[config.mk]
export PLATFORM = sky130hd
export DESIGN_NAME = burst_addr_gen
export DESIGN_NICKNAME = d
export VERILOG_FILES = /design/src/rtl/burst_pkg.sv /design/src/rtl/burst_ctrl.sv /design/src/rtl/burst_datapath.sv /design/src/rtl/byte_write_decode.sv /design/src/rtl/burst_addr_gen.sv
export SDC_FILE = /design/constraint.sdc
export NUM_CORES = 1
export LEC_CHECK = 0
export CORE_ASPECT_RATIO = 1.1
export CORE_UTILIZATION = 41
export DETAILED_ROUTE_END_ITERATION = 7
export GPL_TIMING_DRIVEN = 0
export PLACE_DENSITY_LB_ADDON = 0.25
export SYNTH_ARGS = -nofsm -noshare
export SYNTH_HDL_FRONTEND = slang
export SYNTH_SLANG_ARGS = --single-unit
[constraint.sdc]
create_clock -name clk -period 1.72 [get_ports clk]
set_input_delay 0.344 -clock clk [delete_from_list [all_inputs] [get_ports clk]]
set_output_delay 0.344 -clock clk [all_outputs]
set_load 0.01 [all_outputs]
[src/rtl/burst_pkg.sv]
`timescale 1ns/1ps
package burst_pkg;
  // Strobes passed from the burst control to the address datapath.
  typedef struct packed {
    logic loadStart;  // capture external address, restart beat count
    logic stepBeat;   // move one beat forward
  } burstStrobes_t;
endpackage

[src/rtl/burst_ctrl.sv]
`timescale 1ns/1ps
module burst_ctrl
  import burst_pkg::*;
(
  input  logic          clk,
  input  logic          rstN,
  input  logic          procStrobe,
  input  logic          ctrlStrobe,
  input  logic          advance,
  output burstStrobes_t strobes
);
  // Priority: processor strobe, then controller strobe, then advance.
  always_comb begin
    strobes = '0;
    if (procStrobe) begin
      strobes.loadStart = 1'b1;
    end else if (ctrlStrobe) begin
      strobes.loadStart = 1'b1;
    end else if (advance) begin
      strobes.stepBeat = 1'b1;
    end
  end

  // A start and a step never travel together.
  assert_start_excludes_step_R3: assert property (@(posedge clk) disable iff (!rstN)
    !(strobes.loadStart && strobes.stepBeat));
endmodule

[src/rtl/burst_datapath.sv]
`timescale 1ns/1ps
module burst_datapath
  import burst_pkg::*;
#(
  parameter int ADDR_W     = 18,
  parameter int BURST_BITS = 2
) (
  input  logic              clk,
  input  logic              rstN,
  input  burstStrobes_t     strobes,
  input  logic              linearOrder,
  input  logic [ADDR_W-1:0] extAddr,
  output logic [ADDR_W-1:0] curAddr
);
  localparam int HIGH_W = ADDR_W - BURST_BITS;
  localparam logic [BURST_BITS-1:0] ONE_BEAT = BURST_BITS'(1);

  logic [HIGH_W-1:0]     highReg;
  logic [BURST_BITS-1:0] startLow;
  logic [BURST_BITS-1:0] beatReg;
  logic [BURST_BITS-1:0] lowAddr;

  always_ff @(posedge clk or negedge rstN) begin
    if (!rstN) begin
      highReg  <= '0;
      startLow <= '0;
      beatReg  <= '0;
    end else if (strobes.loadStart) begin
      highReg  <= extAddr[ADDR_W-1:BURST_BITS];
      startLow <= extAddr[BURST_BITS-1:0];
      beatReg  <= '0;
    end else if (strobes.stepBeat) begin
      beatReg  <= beatReg + ONE_BEAT;  // wraps inside the block
    end
  end

  // Interleaved order: XOR with the beat count; linear order: wrapping add.
  always_comb begin
    if (linearOrder) lowAddr = startLow + beatReg;
    else             lowAddr = startLow ^ beatReg;
  end

  assign curAddr = {highReg, lowAddr};

  assert_load_address_R2: assert property (@(posedge clk) disable iff (!rstN)
    strobes.loadStart |=> (curAddr == $past(extAddr)) && (beatReg == '0));

  assert_step_beat_R4: assert property (@(posedge clk) disable iff (!rstN)
    strobes.stepBeat |=> beatReg == BURST_BITS'($past(beatReg) + ONE_BEAT));

  assert_hold_beat_R4: assert property (@(posedge clk) disable iff (!rstN)
    !strobes.loadStart && !strobes.stepBeat |=> $stable(beatReg) && $stable(startLow));

  assert_block_fixed_R7: assert property (@(posedge clk) disable iff (!rstN)
    !strobes.loadStart |=> $stable(curAddr[ADDR_W-1:BURST_BITS]));
endmodule

[src/rtl/byte_write_decode.sv]
`timescale 1ns/1ps
module byte_write_decode #(
  parameter int NUM_BYTES = 2
) (
  input  logic                 clk,
  input  logic                 rstN,
  input  logic                 byteWrEn,
  input  logic [NUM_BYTES-1:0] byteSel,
  input  logic                 globalWr,
  output logic [NUM_BYTES-1:0] byteWrite
);
  logic [NUM_BYTES-1:0] nextWrite;

  for (genvar g = 0; g < NUM_BYTES; g++) begin : g_lane
    assign nextWrite[g] = globalWr | (byteWrEn & byteSel[g]);
  end

  always_ff @(posedge clk or negedge rstN) begin
    if (!rstN) byteWrite <= '0;
    else       byteWrite <= nextWrite;
  end

  assert_global_all_R9: assert property (@(posedge clk) disable iff (!rstN)
    globalWr |=> &byteWrite);

  assert_no_enable_idle_R8: assert property (@(posedge clk) disable iff (!rstN)
    !globalWr && !byteWrEn |=> byteWrite == '0);

  assert_lane_count_R8: assert property (@(posedge clk) disable iff (!rstN)
    !globalWr && byteWrEn |=> $countones(byteWrite) == $countones($past(byteSel)));
endmodule

[src/rtl/burst_addr_gen.sv]
`timescale 1ns/1ps
module burst_addr_gen
  import burst_pkg::*;
#(
  parameter int ADDR_W     = 18,
  parameter int BURST_BITS = 2,
  parameter int NUM_BYTES  = 2
) (
  input  logic                 clk,
  input  logic                 rstN,
  input  logic                 procStrobe,
  input  logic                 ctrlStrobe,
  input  logic                 advance,
  input  logic                 linearOrder,
  input  logic [ADDR_W-1:0]    extAddr,
  input  logic                 byteWrEn,
  input  logic [NUM_BYTES-1:0] byteSel,
  input  logic                 globalWr,
  output logic [ADDR_W-1:0]    curAddr,
  output logic [NUM_BYTES-1:0] byteWrite
);
  burstStrobes_t strobes;

  burst_ctrl u_ctrl (
    .clk        (clk),
    .rstN       (rstN),
    .procStrobe (procStrobe),
    .ctrlStrobe (ctrlStrobe),
    .advance    (advance),
    .strobes    (strobes)
  );

  burst_datapath #(
    .ADDR_W     (ADDR_W),
    .BURST_BITS (BURST_BITS)
  ) u_datapath (
    .clk         (clk),
    .rstN        (rstN),
    .strobes     (strobes),
    .linearOrder (linearOrder),
    .extAddr     (extAddr),
    .curAddr     (curAddr)
  );

  byte_write_decode #(
    .NUM_BYTES (NUM_BYTES)
  ) u_wrdec (
    .clk       (clk),
    .rstN      (rstN),
    .byteWrEn  (byteWrEn),
    .byteSel   (byteSel),
    .globalWr  (globalWr),
    .byteWrite (byteWrite)
  );

  // Either strobe opens a burst at the sampled address.
  assert_strobe_loads_R2: assert property (@(posedge clk) disable iff (!rstN)
    (procStrobe || ctrlStrobe) |=> curAddr == $past(extAddr));
endmodule

Yosys cells after proc, flatten, opt, wreduce, memory -nomap -nowiden. Cells that the tools add are included.

Add/subtract/negate cells: 2. Shift operators: 0. Magnitude comparators: 0. Multiply operators: 0. Equal/unequal tests: 0. Reductions and logical operators: 1. Bitwise operators: 5. Mux-type cells: 8. Divide/modulo/power cells: 0.

Operators with widths (number): 2-to-1 mux 2 bit (3); 2-to-1 mux 1 bit (5); adder 2 x 1 -> 2 bit (second input constant) (1); adder 2 bit (1); AND 1 bit (2); OR 1 bit (2); nonzero test 2 bit (1); XOR 2 bit (1).

Memories: 0. Bits in read-only memories: 0. Memory bits (writable): 0. Register bits after elaboration: 22. Output and inout port bits: 20. Latch bits: 0.

Logic depth before layout (Yosys ltp). Gate-level depths: netlist (run 1).

Word-level depth: 5. Mapped depth: 3. Depth with buffers taken out: 3.

Cells and area by module. From an unflattened synthesis (run 1), not the netlist that was laid out.

Cell total of the unflattened synthesis: 55. Area total of the unflattened synthesis: 940.9 µm².

Modules (own cells, without submodules): burst_datapath (cells each 49, area an instance 862.1 µm², times used 1); byte_write_decode (cells each 4, area an instance 65.1 µm², times used 1); burst_ctrl (cells each 2, area an instance 13.8 µm², times used 1).

Worst setup path after synthesis (run 1). OpenSTA, ideal clock, no wires.

Path type: register to output. From: register u_datapath.beatReg[0]. To: output curAddr[1]. Required time: 1.376 ns. Stages on the path, launching flop included: 4. Data arrival time: 0.810 ns. Slack: 0.566 ns. Path through: dfrtp_1 -> ha_1 -> nand2_1 -> xnor2_1.

Longest elaborated chain between the ends: 2.

Ends and longest elaborated chain: start: declaration (line burst_datapath.sv:20) `logic [BURST_BITS-1:0] beatReg;`; start signal: assignment (line burst_datapath.sv:33) `beatReg <= beatReg + ONE_BEAT;`; adder 2 bit (line burst_datapath.sv:39) `if (linearOrder) lowAddr = startLow + beatReg;`; 2-to-1 mux 2 bit (line burst_datapath.sv:39); end: declaration (line burst_addr_gen.sv:19) `output logic [ADDR_W-1:0] curAddr,`.

No other way between the ends.

Final worst setup path (run 1).
From: register u_datapath.startLow[0]. To: output curAddr[0].

Longest elaborated chain between the ends: 2.

Ends and longest elaborated chain: start: declaration (line burst_datapath.sv:19) `logic [BURST_BITS-1:0] startLow;`; start signal: assignment (line burst_datapath.sv:30) `startLow <= extAddr[BURST_BITS-1:0];`; adder 2 bit or XOR 2 bit (tied branches) (line burst_datapath.sv:39, burst_datapath.sv:40); 2-to-1 mux 2 bit (*) (line burst_datapath.sv:39).

Every way passes the cells marked *; elsewhere a longest branch is shown, timed or not.

==> results by group, run 1 <==
Worst hold path
  • Hold Path Sink: u_datapath.highReg[15]
  • Hold depth: 1
  • Worst hold path type: register to register
  • Worst Hold Launch: u_datapath.highReg[15]

Setup path
  • Worst R2R Start: u_datapath.beatReg[0]
  • Critical Path RT: 1.38 ns
  • R2R cell count: 3
  • Reg-to-Reg End: u_datapath.beatReg[1]
  • Data arrival, critical path: between 1 and 1.5 ns
  • Crit Path Max Fanout: 2
  • Setup slack, reg-to-reg: between 0.7 and 0.8 ns
  • CP Launch Type: register
  • Crit path from: u_datapath.startLow[0]
  • CP Capture Type: output pin
  • Setup Crit Path Kind: register to output pin

Die
  • Cell Rows: 17
  • # IOs: 48
  • Core area: 0.002085 mm²
  • Die area: about 0.0025 mm²
  • Starting Density: 0.4490
  • Die W: 47.56 µm
  • Die height: 52.11 µm

Detailed routing
  • Vias post-DR: 628
  • Drt total wl: 1.896 mm
  • Pre-Repair DR Iteration Count: 2
  • ANT nets after route: 0
  • Vias per cell: 4.652
  • Residual DRC count: 0
  • Initial drt markers: 4
  • Avg WL per Cell: 14.04 µm

Clocking
  • CTS tree: built
  • Clk buf depth: 2
  • Clk Latency, worst-skew pair: approximately 0.3 ns
  • Reg clk slew, reported paths: 0.13 ns
  • H-tree depth: 1
  • Clk root buf: clkbuf_4
  • CTS Buf Count: 3
  • Clock sinks: 22

Global routing
  • GRT Overall Usage: 0.1725
  • Vias in the first global route: 680
  • Largest net degree at the start of global routing: 23
  • Initial antenna violation count: 0
  • Total gr overflow: 0
  • First-pass GRT wire length: 2.960 mm

Cells and area
  • Area delta synth->final: 60.56%
  • Core Util, Final: 0.7209
  • Antenna Cells: 0
  • # nets final: roughly 140
  • Layout cell share with drive strength beyond 1: 0.2710

STA
  • Worst slew margin: 0.3740
  • Unrepaired setup endpoints after global routing: false
  • Final worst slack: approximately 0.11 ns
  • Fin crit share: 0.9372
  • Final hold vios: 0
  • Min cycle time layout: 1.612 ns
  • Skew final: roughly 0.00011 ns
  • Setup violators final: 0
  • Achievable Freq: 0.6204 GHz
  • Final Max Slew Viols: 0
  • Worst-margin pin slew: roughly 0.94 ns

Logic synthesis
  • Synthesized flop and latch total: 22
  • Sequential-to-total area share from yosys stat: 0.5882
  • YS warnings: 0
  • Post-Syn Instances: 54
  • Library cells used by synthesis: 13
  • Post-synthesis net count: 83
  • Mapped cell area: approximately 940 µm²
  • Syn Area/Cell: 17.33 µm²

Placement
  • RD Place Congestion: 0.6176
  • Buffers on Ports: 47
  • Post-detail-place hpwl: 1.381 mm
  • Pre-CTS WS: -0.1504 ns

Pwr
  • Leak: 0.6976 nW
  • Power per Cell Area: 827.9 mW/mm²
  • Maximum VDD drop: a little under 0.0006 V

Flow run
  • Maxcap violations: 0

Run status
  • Status: completed
## sequential cells by signal, indices dropped and copies added (netlist names)
signal / count
u_datapath.highReg: 16
u_wrdec.byteWrite: 2
u_datapath.beatReg: 2
u_datapath.startLow: 2
## kinds of logic (layout without fill, tap and decap cells)
kind of cell             Yosys count  after routing  share of synthesized area
AO/OA/AOI/OAI                      4              4                    0.03208
XOR/XNOR                           3              3                    0.02808
adder cells (fa/ha/maj)            1              1                    0.01337
buffers and inverters              2             55                    0.02406
flip-flops                        22             22                     0.5882
multiplexers                      18             18                     0.2888
AND/OR/NAND/NOR                    4              4                    0.02540
## synthesized netlist by cell type
master    count  area (µm²)
dfrtp_1      22       550.5
mux2_4       18       270.3
a21o_1        2       15.01
buf_6         2       22.52
xnor2_1       2       17.52
a21bo_2       1       10.01
a21oi_1       1       5.000
ha_1          1       12.51
nand2_1       1       3.750
nand3b_1      1       7.510
nor2_1        1       3.750
or2_4         1       8.760
xor2_1        1       8.760
## routing by layer
| layer | up-vias | routed length [µm] | GRT usage | part of all wire |
|---|---|---|---|---|
| li1 | 291 | - | - | - |
| met2 | 30 | 955 | 0.2922 | 0.50 |
| met5 | - | 0 | 0 | 0 |
| met3 | 2 | 147 | 0.03819 | 0.078 |
| met1 | 305 | 786 | 0.2190 | 0.41 |
| met4 | 0 | 6 | 0.04167 | 0.0032 |
## area by class of cell
class / count / area [µm²]
Fill cell: 158 / 581.8
Sequential cell: 22 / 550.5
Timing Repair Buffer: 49 / 479.2
Multi-Input combinational cell: 30 / 362.8
Tap cell: 28 / 35.03
Clock inverter: 1 / 30.03
Clock buffer: 3 / 22.52
Buffer: 2 / 22.52
## per-stage QoR
step           instances  hold WS (ns)  setup TNS, ns  total power, W  instance area, µm²
6_report             135        0.5273              0        0.001244                1503
5_1_grt              135        0.5420              0        0.001297                1503
4_1_cts              135        0.5292              0        0.001256                1506
3_5_place_dp         129        0.4903        -0.1504       0.0008643                1441
3_3_place_gp         129        0.4907        -0.1574       0.0008574                1441
2_1_floorplan         54       0.04841              0       0.0006975               935.9
## placed cells by master, fill, tap and decap left out, types with 2 or more instances in the layout
master / netlist / final
a21o_1: 2 / 2
buf_6: 2 / 2
clkbuf_4: 0 / 3
dfrtp_1: 22 / 22
clkdlybuf4s50_1: 0 / 45
xnor2_1: 2 / 2
mux2_4: 18 / 18
buf_4: 0 / 2
## how the worst max path moves through the flow
stage,to,slack [ns]
5_1_grt,curAddr[0],0.05
4_1_cts,curAddr[1],0.02
6_report,curAddr[0],0.11
3_3_place_gp,curAddr[1],-0.16
3_5_place_dp,curAddr[1],-0.15
2_1_floorplan,curAddr[1],0.57
## critical path: stages, from the launching register on
cell and delay (ns):
dfrtp_1 0.42, ha_1 0.27, dlygate4sd2_1 0.28
## what timing repair did
action	4_1_cts	5_1_grt
resized for setup	2	2
hold buffers	0	0
setup endpoints to repair	2	1
pin swaps	0	0
buffers inserted	2	0
## power breakdown
group / total [W] / switching [W] / internal, W
registers: 0.000580 / 0.0000232 / 0.000557
logic: 0.000271 / 0.0000841 / 0.000187
clock network: 0.000392 / 0.000157 / 0.000235
Power figures use the tool's default switching activity.
==> run 2, diff against run 1 <==
Settings changed: SLEW_MARGIN set to 20.
==> results by group, run 2 (synthesis gave the netlist of run 1 again) <==
Global routing
  • GRT Overall Usage: 0.1725 (unchanged)
  • Initial antenna violation count: 0 (unchanged)
  • First-pass GRT wire length: 2.960 mm (unchanged)
  • Largest net degree at the start of global routing: 23 (unchanged)
  • Vias in the first global route: 680 (unchanged)
  • Total gr overflow: 0 (unchanged)

Detailed routing
  • Met3 wire len: 147 µm (unchanged)
  • Avg WL per Cell: 14.04 µm (about the same)
  • ANT nets after route: 0 (unchanged)
  • Pre-Repair DR Iteration Count: 2 (unchanged)
  • Vias post-DR: 628 (unchanged)
  • Initial drt markers: 4 (unchanged)
  • Vias per cell: 4.652 (unchanged)
  • Top Metal Used: met4
  • Residual DRC count: 0 (unchanged)
  • Drt total wl: 1.895 mm (about the same)
  • Metal2 WL: 955 µm (unchanged)
  • M1 wire length: 785 µm (-0.13%)

Clocking
  • Reg clk slew, reported paths: 0.13 ns (about the same)
  • Clk buf depth: 2 (unchanged)
  • Clock sinks: 22 (unchanged)
  • Clk root buf: clkbuf_4
  • CTS Buf Count: 3 (unchanged)
  • Clk Latency, worst-skew pair: 0.30 ns (about the same)
  • CTS tree: built
  • H-tree depth: 1 (unchanged)
  • CTS Hold Bufs: 0 (unchanged)

Pwr
  • Power per Cell Area: 829.9 mW/mm² (+0.24%)
  • Combinational Power Share: 0.217 (about the same)
  • Sw Ratio: 0.2128 (about the same)
  • Psw: 0.0002644 W (about the same)
  • Internal: 0.0009785 W (-0.12%)
  • Leak: 0.6977 nW (about the same)
  • Clock power frac: 0.316 (about the same)
  • Maximum VDD drop: 0.0005948 V (about the same)
  • Sequential Power Share: 0.467 (about the same)

Die
  • Die area: 0.002478 mm² (unchanged)
  • Core area: 0.002085 mm² (unchanged)
  • Die height: 52.11 µm (unchanged)
  • Die W: 47.56 µm (unchanged)
  • Cell Rows: 17 (unchanged)
  • # IOs: 48 (unchanged)
  • Starting Density: 0.4490 (unchanged)

Setup path
  • Reg-to-Reg End: u_datapath.beatReg[1]
  • Setup slack, reg-to-reg: 0.78 ns (about the same)
  • Setup Crit Path Kind: register to output pin
  • CP peak stage delay: 0.42 ns (about the same)
  • CP Capture Type: output pin
  • Data arrival, critical path: 1.27 ns (about the same)
  • Critical path's top delay family: flip-flops
  • CP cell instances: ha_1, dlygate4sd2_1
  • Crit Path Max Fanout: 2 (unchanged)
  • R2R cell count: 3 (unchanged)
  • Worst R2R Start: u_datapath.beatReg[0]
  • Worst path buffer plus inverter count: 1 (unchanged)
  • Slowest library cell on the worst path: dfrtp_1
  • CP Launch Type: register
  • Critical Path RT: 1.38 ns (about the same)

Worst hold path
  • Worst hold path type: primary input to asynchronous set/reset pin

Cells and area
  • # nets final: 137 (unchanged)
  • Largest register FFs: 16 (unchanged)
  • Register bank with the most flops: u_datapath.highReg
  • Commonest non-fill, non-tap cell in the layout: clkdlybuf4s50_1
  • Layout cell share with drive strength beyond 1: 0.2804 (+0.009346)
  • Highest-count cells in the layout ignoring fill and taps: clkdlybuf4s50_1 (44), dfrtp_1 (22), mux2_4 (18), clkbuf_4 (3)
  • Final Cell Area: 0.001498 mm² (-0.33%)
  • Antenna Cells: 0 (unchanged)
  • Area delta synth->final: 60.03%

Placement
  • RD Place Congestion: 0.6176 (unchanged)
  • Placed cell areas: 0.001441 mm² (unchanged)
  • Buffers on Ports: 47 (unchanged)
  • Post-detail-place hpwl: 1.381 mm (unchanged)
  • Pre-CTS WS: -0.1504 ns (unchanged)

STA
  • Worst-margin pin slew: 0.4723 ns (-0.4638 ns)
  • Final worst slack: 0.1081 ns (unchanged)
  • Final hold vios: 22 (+22)
  • Achievable Freq: 0.6204 GHz (unchanged)
  • Skew final: 0.0001114 ns (unchanged)
  • Worst slew margin: 0.6852 (+0.3111)
  • Setup violators final: 0 (unchanged)
  • Unrepaired setup endpoints after global routing: false
  • Fin crit share: 0.9372 (unchanged)
  • Hold slack: -0.02475 ns (-0.5521 ns)
  • Min cycle time layout: 1.612 ns (unchanged)
  • Final Max Slew Viols: 0 (unchanged)

Run status
  • Failing checks: hold timing
  • Status: complete, but fails checks

Flow run
  • Maxcap violations: 0 (unchanged)
-- run 2: cell types whose count changed in the layout (fill, tap and decap cells not counted), sizes merged --
cell	delta
clkdlybuf4s50	-1
buf	+1
-- run 2: how the worst max path moves through the flow --
stage	cells after the start	end	slack, ns	from
after floorplan	3	curAddr[1]	0.57	u_datapath.beatReg[0]
after global placement	4	curAddr[1]	-0.16	linearOrder
final	2	curAddr[0]	0.11	u_datapath.startLow[0]
after CTS	4	curAddr[1]	0.02	u_datapath.beatReg[0]
after global routing	2	curAddr[0]	0.05	u_datapath.beatReg[0]
after detailed placement	4	curAddr[1]	-0.15	linearOrder
-- run 2: final cells by class --
cell class / count / area (µm²)
repair buffers: 49 / 474.2
well taps: 28 / 35.03
multi-input cells: 30 / 362.8
plain buffers: 2 / 22.52
flip-flops and latches: 22 / 550.5
clock buffers: 3 / 22.52
fillers: 159 / 586.8
clock inverters: 1 / 30.03
-- run 2: metrics by stage --
| step | instances | total power [W] | hold WS [ns] | utilization | setup TNS [ns] |
|---|---|---|---|---|---|
| finish | 135 | 0.001243 | -0.02475 | 0.7185 | 0 |
| global route | 135 | 0.001296 | 0.01006 | 0.7185 | 0 |
| CTS | 135 | 0.001256 | 0.5292 | 0.7227 | 0 |
| detailed placement | 129 | 0.0008643 | 0.4903 | 0.6915 | -0.1504 |
| global placement | 129 | 0.0008574 | 0.4907 | 0.6915 | -0.1574 |
| floorplan | 54 | 0.0006975 | 0.04841 | - | 0 |
-- run 2: routing by layer --
metal | up-vias | GRT usage
met5 | - | 0
met4 | 0 | 0.04167
met3 | 2 | 0.03819
met2 | 30 | 0.2922
met1 | 305 | 0.2190
li1 | 291 | -
-- run 2: what timing repair did --
action	CTS	global route
endpoints found under the setup margin	2	1
cloned	0	0
setup buffers	2	0
gates resized for setup	2	2
pin swaps	0	0
-- run 2: worst register-to-register path, cell delays in order, from the launching register on --
cell     delay, ns
dfrtp_1       0.40
buf_4         0.15
a21bo_2       0.18
a21oi_1       0.14
-- run 2: power groups by stage --
stage / registers (W) / logic, W / clock network, W
final: 0.000580 / 0.000270 / 0.000392
after global routing: 0.000585 / 0.000289 / 0.000422
after CTS: 0.000581 / 0.000276 / 0.000400
after detailed placement: 0.000590 / 0.000274 / 0
after global placement: 0.000588 / 0.000269 / 0
after floorplan: 0.000605 / 0.0000927 / 0
==> run 3, diff against run 2 <==
Settings changed: CORE_UTILIZATION 41 to 30.
==> results by group, run 3 (synthesis gave the netlist of run 1 again) <==
Run status
  • Status: complete, but fails checks
  • Failing checks: hold timing

Pwr
  • Leak: 0.6859 nW (-1.7%)
  • Sequential Power Share: 0.519 (+0.052)
  • Sw Ratio: 0.2220 (+0.009213)
  • Psw: 0.0002481 W (-6.2%)
  • Internal: 0.0008697 W (-11%)
  • Combinational Power Share: 0.238 (+0.021)
  • Power per Cell Area: 755.2 mW/mm² (-9.0%)
  • Clock power frac: 0.243 (-0.073)
  • Maximum VDD drop: 0.0004251 V (-29%)

Die
  • # IOs: 48 (unchanged)
  • Die area: 0.003347 mm² (+35%)
  • Die W: 55.26 µm (+16%)
  • Cell Rows: 20 (+3)
  • Core area: 0.002853 mm² (+37%)
  • Die height: 60.58 µm (+16%)
  • Starting Density: 0.3281 (-0.1209)

STA
  • Fin crit share: 0.9294 (-0.007826)
  • Worst slew margin: 0.6844 (-0.0007360)
  • TNS Setup: 0 ns (unchanged)
  • Unrepaired setup endpoints after global routing: false
  • Achievable Freq: 0.6256 GHz (+0.84%)
  • Final Max Slew Viols: 0 (unchanged)
  • Worst-margin pin slew: 0.4734 ns (+0.001103 ns)
  • Final hold vios: 22 (unchanged)
  • Hold slack: -0.01890 ns (+0.005850 ns)
  • Min cycle time layout: 1.598 ns (-0.01346 ns)
  • Skew final: 0.00004169 ns (-0.00006967 ns)
  • Setup violators final: 0 (unchanged)

Setup path
  • Critical path's top delay family: flip-flops
  • Critical Path RT: 1.38 ns (about the same)
  • CP Launch Type: register
  • CP cell instances: ha_1, dlygate4sd2_1
  • Slowest library cell on the worst path: dfrtp_1
  • CP peak stage delay: 0.40 ns (-0.02 ns)
  • Crit Path Max Fanout: 2 (unchanged)
  • Data arrival, critical path: 1.25 ns (-0.02 ns)
  • Worst path buffer plus inverter count: 1 (unchanged)
  • CP Capture Type: output pin
  • Setup Crit Path Kind: register to output pin

Clocking
  • Clk Latency, worst-skew pair: 0.29 ns (about the same)
  • CTS Hold Bufs: 0 (unchanged)
  • CTS tree: built
  • Clk buf depth: 2 (unchanged)
  • Clock sinks: 22 (unchanged)
  • Clk root buf: clkbuf_4
  • H-tree depth: 1 (unchanged)
  • Reg clk slew, reported paths: 0.12 ns (about the same)
  • CTS Buf Count: 3 (unchanged)

Cells and area
  • Largest register FFs: 16 (unchanged)
  • Antenna Cells: 0 (unchanged)
  • Area delta synth->final: 58.16%
  • Layout cell share with drive strength beyond 1: 0.2736 (-0.006789)
  • Final Cell Area: 0.001480 mm² (-1.2%)
  • Register bank with the most flops: u_datapath.highReg
  • # nets final: 136 (-0.73%)
  • Commonest non-fill, non-tap cell in the layout: clkdlybuf4s50_1
  • Core Util, Final: 0.5189 (-0.1996)
  • Highest-count cells in the layout ignoring fill and taps: clkdlybuf4s50_1 (44), dfrtp_1 (22), mux2_4 (18), clkbuf_4 (3)

Placement
  • Post-detail-place hpwl: 1.325 mm (-4.0%)
  • Buffers on Ports: 47 (unchanged)
  • RD Place Congestion: 0.6490 (+5.1%)
  • Placed cell areas: 0.001448 mm² (+0.43%)

Detailed routing
  • Avg WL per Cell: 12.65 µm (-9.8%)
  • Drt total wl: 1.759 mm (-7.2%)
  • Initial drt markers: 4 (unchanged)
  • ANT nets after route: 0 (unchanged)
  • Residual DRC count: 0 (unchanged)
  • Vias per cell: 4.424 (-4.9%)
  • Vias post-DR: 615 (-2.1%)
  • Pre-Repair DR Iteration Count: 2 (unchanged)

Flow run
  • Maxcap violations: 0 (unchanged)

Global routing
  • First-pass GRT wire length: 2.980 mm (+0.68%)
  • Vias in the first global route: 685 (+0.74%)
  • Total gr overflow: 0 (unchanged)
  • Largest net degree at the start of global routing: 23 (unchanged)
  • GRT Overall Usage: 0.1182 (-0.05431)
  • Initial antenna violation count: 0 (unchanged)

Worst hold path
  • Worst hold path type: primary input to asynchronous set/reset pin
-- run 3: cell types whose count changed in the layout (fill, tap and decap cells not counted) --
cell / before / now
clkbuf_8: 0 / 1
bufinv_16: 1 / 0
buf_4: 2 / 1
-- run 3: metrics by stage --
step,instances,setup slack [ns],total power [W]
detailed placement,134,-0.1471,0.0008636
finish,139,0.1215,0.001118
global placement,134,-0.1599,0.0008595
floorplan,54,0.5663,0.0006975
global route,139,0.03671,0.001188
CTS,139,0.02175,0.001144
-- run 3: area by class of cell --
| type | count | area [µm²] |
|---|---|---|
| repair buffers | 48 | 466.7 |
| flip-flops and latches | 22 | 550.5 |
| clock buffers | 4 | 36.28 |
| plain buffers | 2 | 22.52 |
| multi-input cells | 30 | 362.8 |
| fillers | 264 | 1373 |
| well taps | 33 | 41.29 |
-- run 3: path summary, 6_finish.rpt --
check | cells past startpoint | startpoint | end | slack (ns)
setup / recovery | 2 | u_datapath.beatReg[0] | curAddr[0] | 0.12
min in group clk | 1 | u_datapath.highReg[4] | u_datapath.highReg[4] | 0.52
setup reg to reg | 3 | u_datapath.beatReg[0] | u_datapath.beatReg[1] | 0.82
max in group asynchronous | 1 | rstN | u_datapath.highReg[8] | 1.41
hold / removal | 1 | rstN | u_datapath.highReg[6] | -0.02
hold reg to reg | 1 | u_datapath.highReg[4] | u_datapath.highReg[4] | 0.52
-- run 3: power by group through the flow --
stage	combinational, W	sequential, W	clock (W)
2_1_floorplan	0.0000927	0.000605	0
3_3_place_gp	0.000271	0.000589	0
3_5_place_dp	0.000274	0.000589	0
4_1_cts	0.000274	0.000580	0.000290
5_1_grt	0.000285	0.000586	0.000317
6_report	0.000266	0.000580	0.000272
-- run 3: per-layer routing --
layer | up-vias | global-route usage | routed length (µm)
met5 | - | 0 | 0
met4 | 0 | 0.06429 | 14
met3 | 2 | 0.03412 | 128
met2 | 29 | 0.2031 | 851
met1 | 292 | 0.1365 | 764
li1 | 292 | - | -
-- run 3: timing repair --
action,4_1_cts,5_1_grt
endpoints found under the hold margin,0,0
buffers inserted,1,0
pin swaps,0,0
endpoints found under the setup margin,2,1
resized for setup,3,1
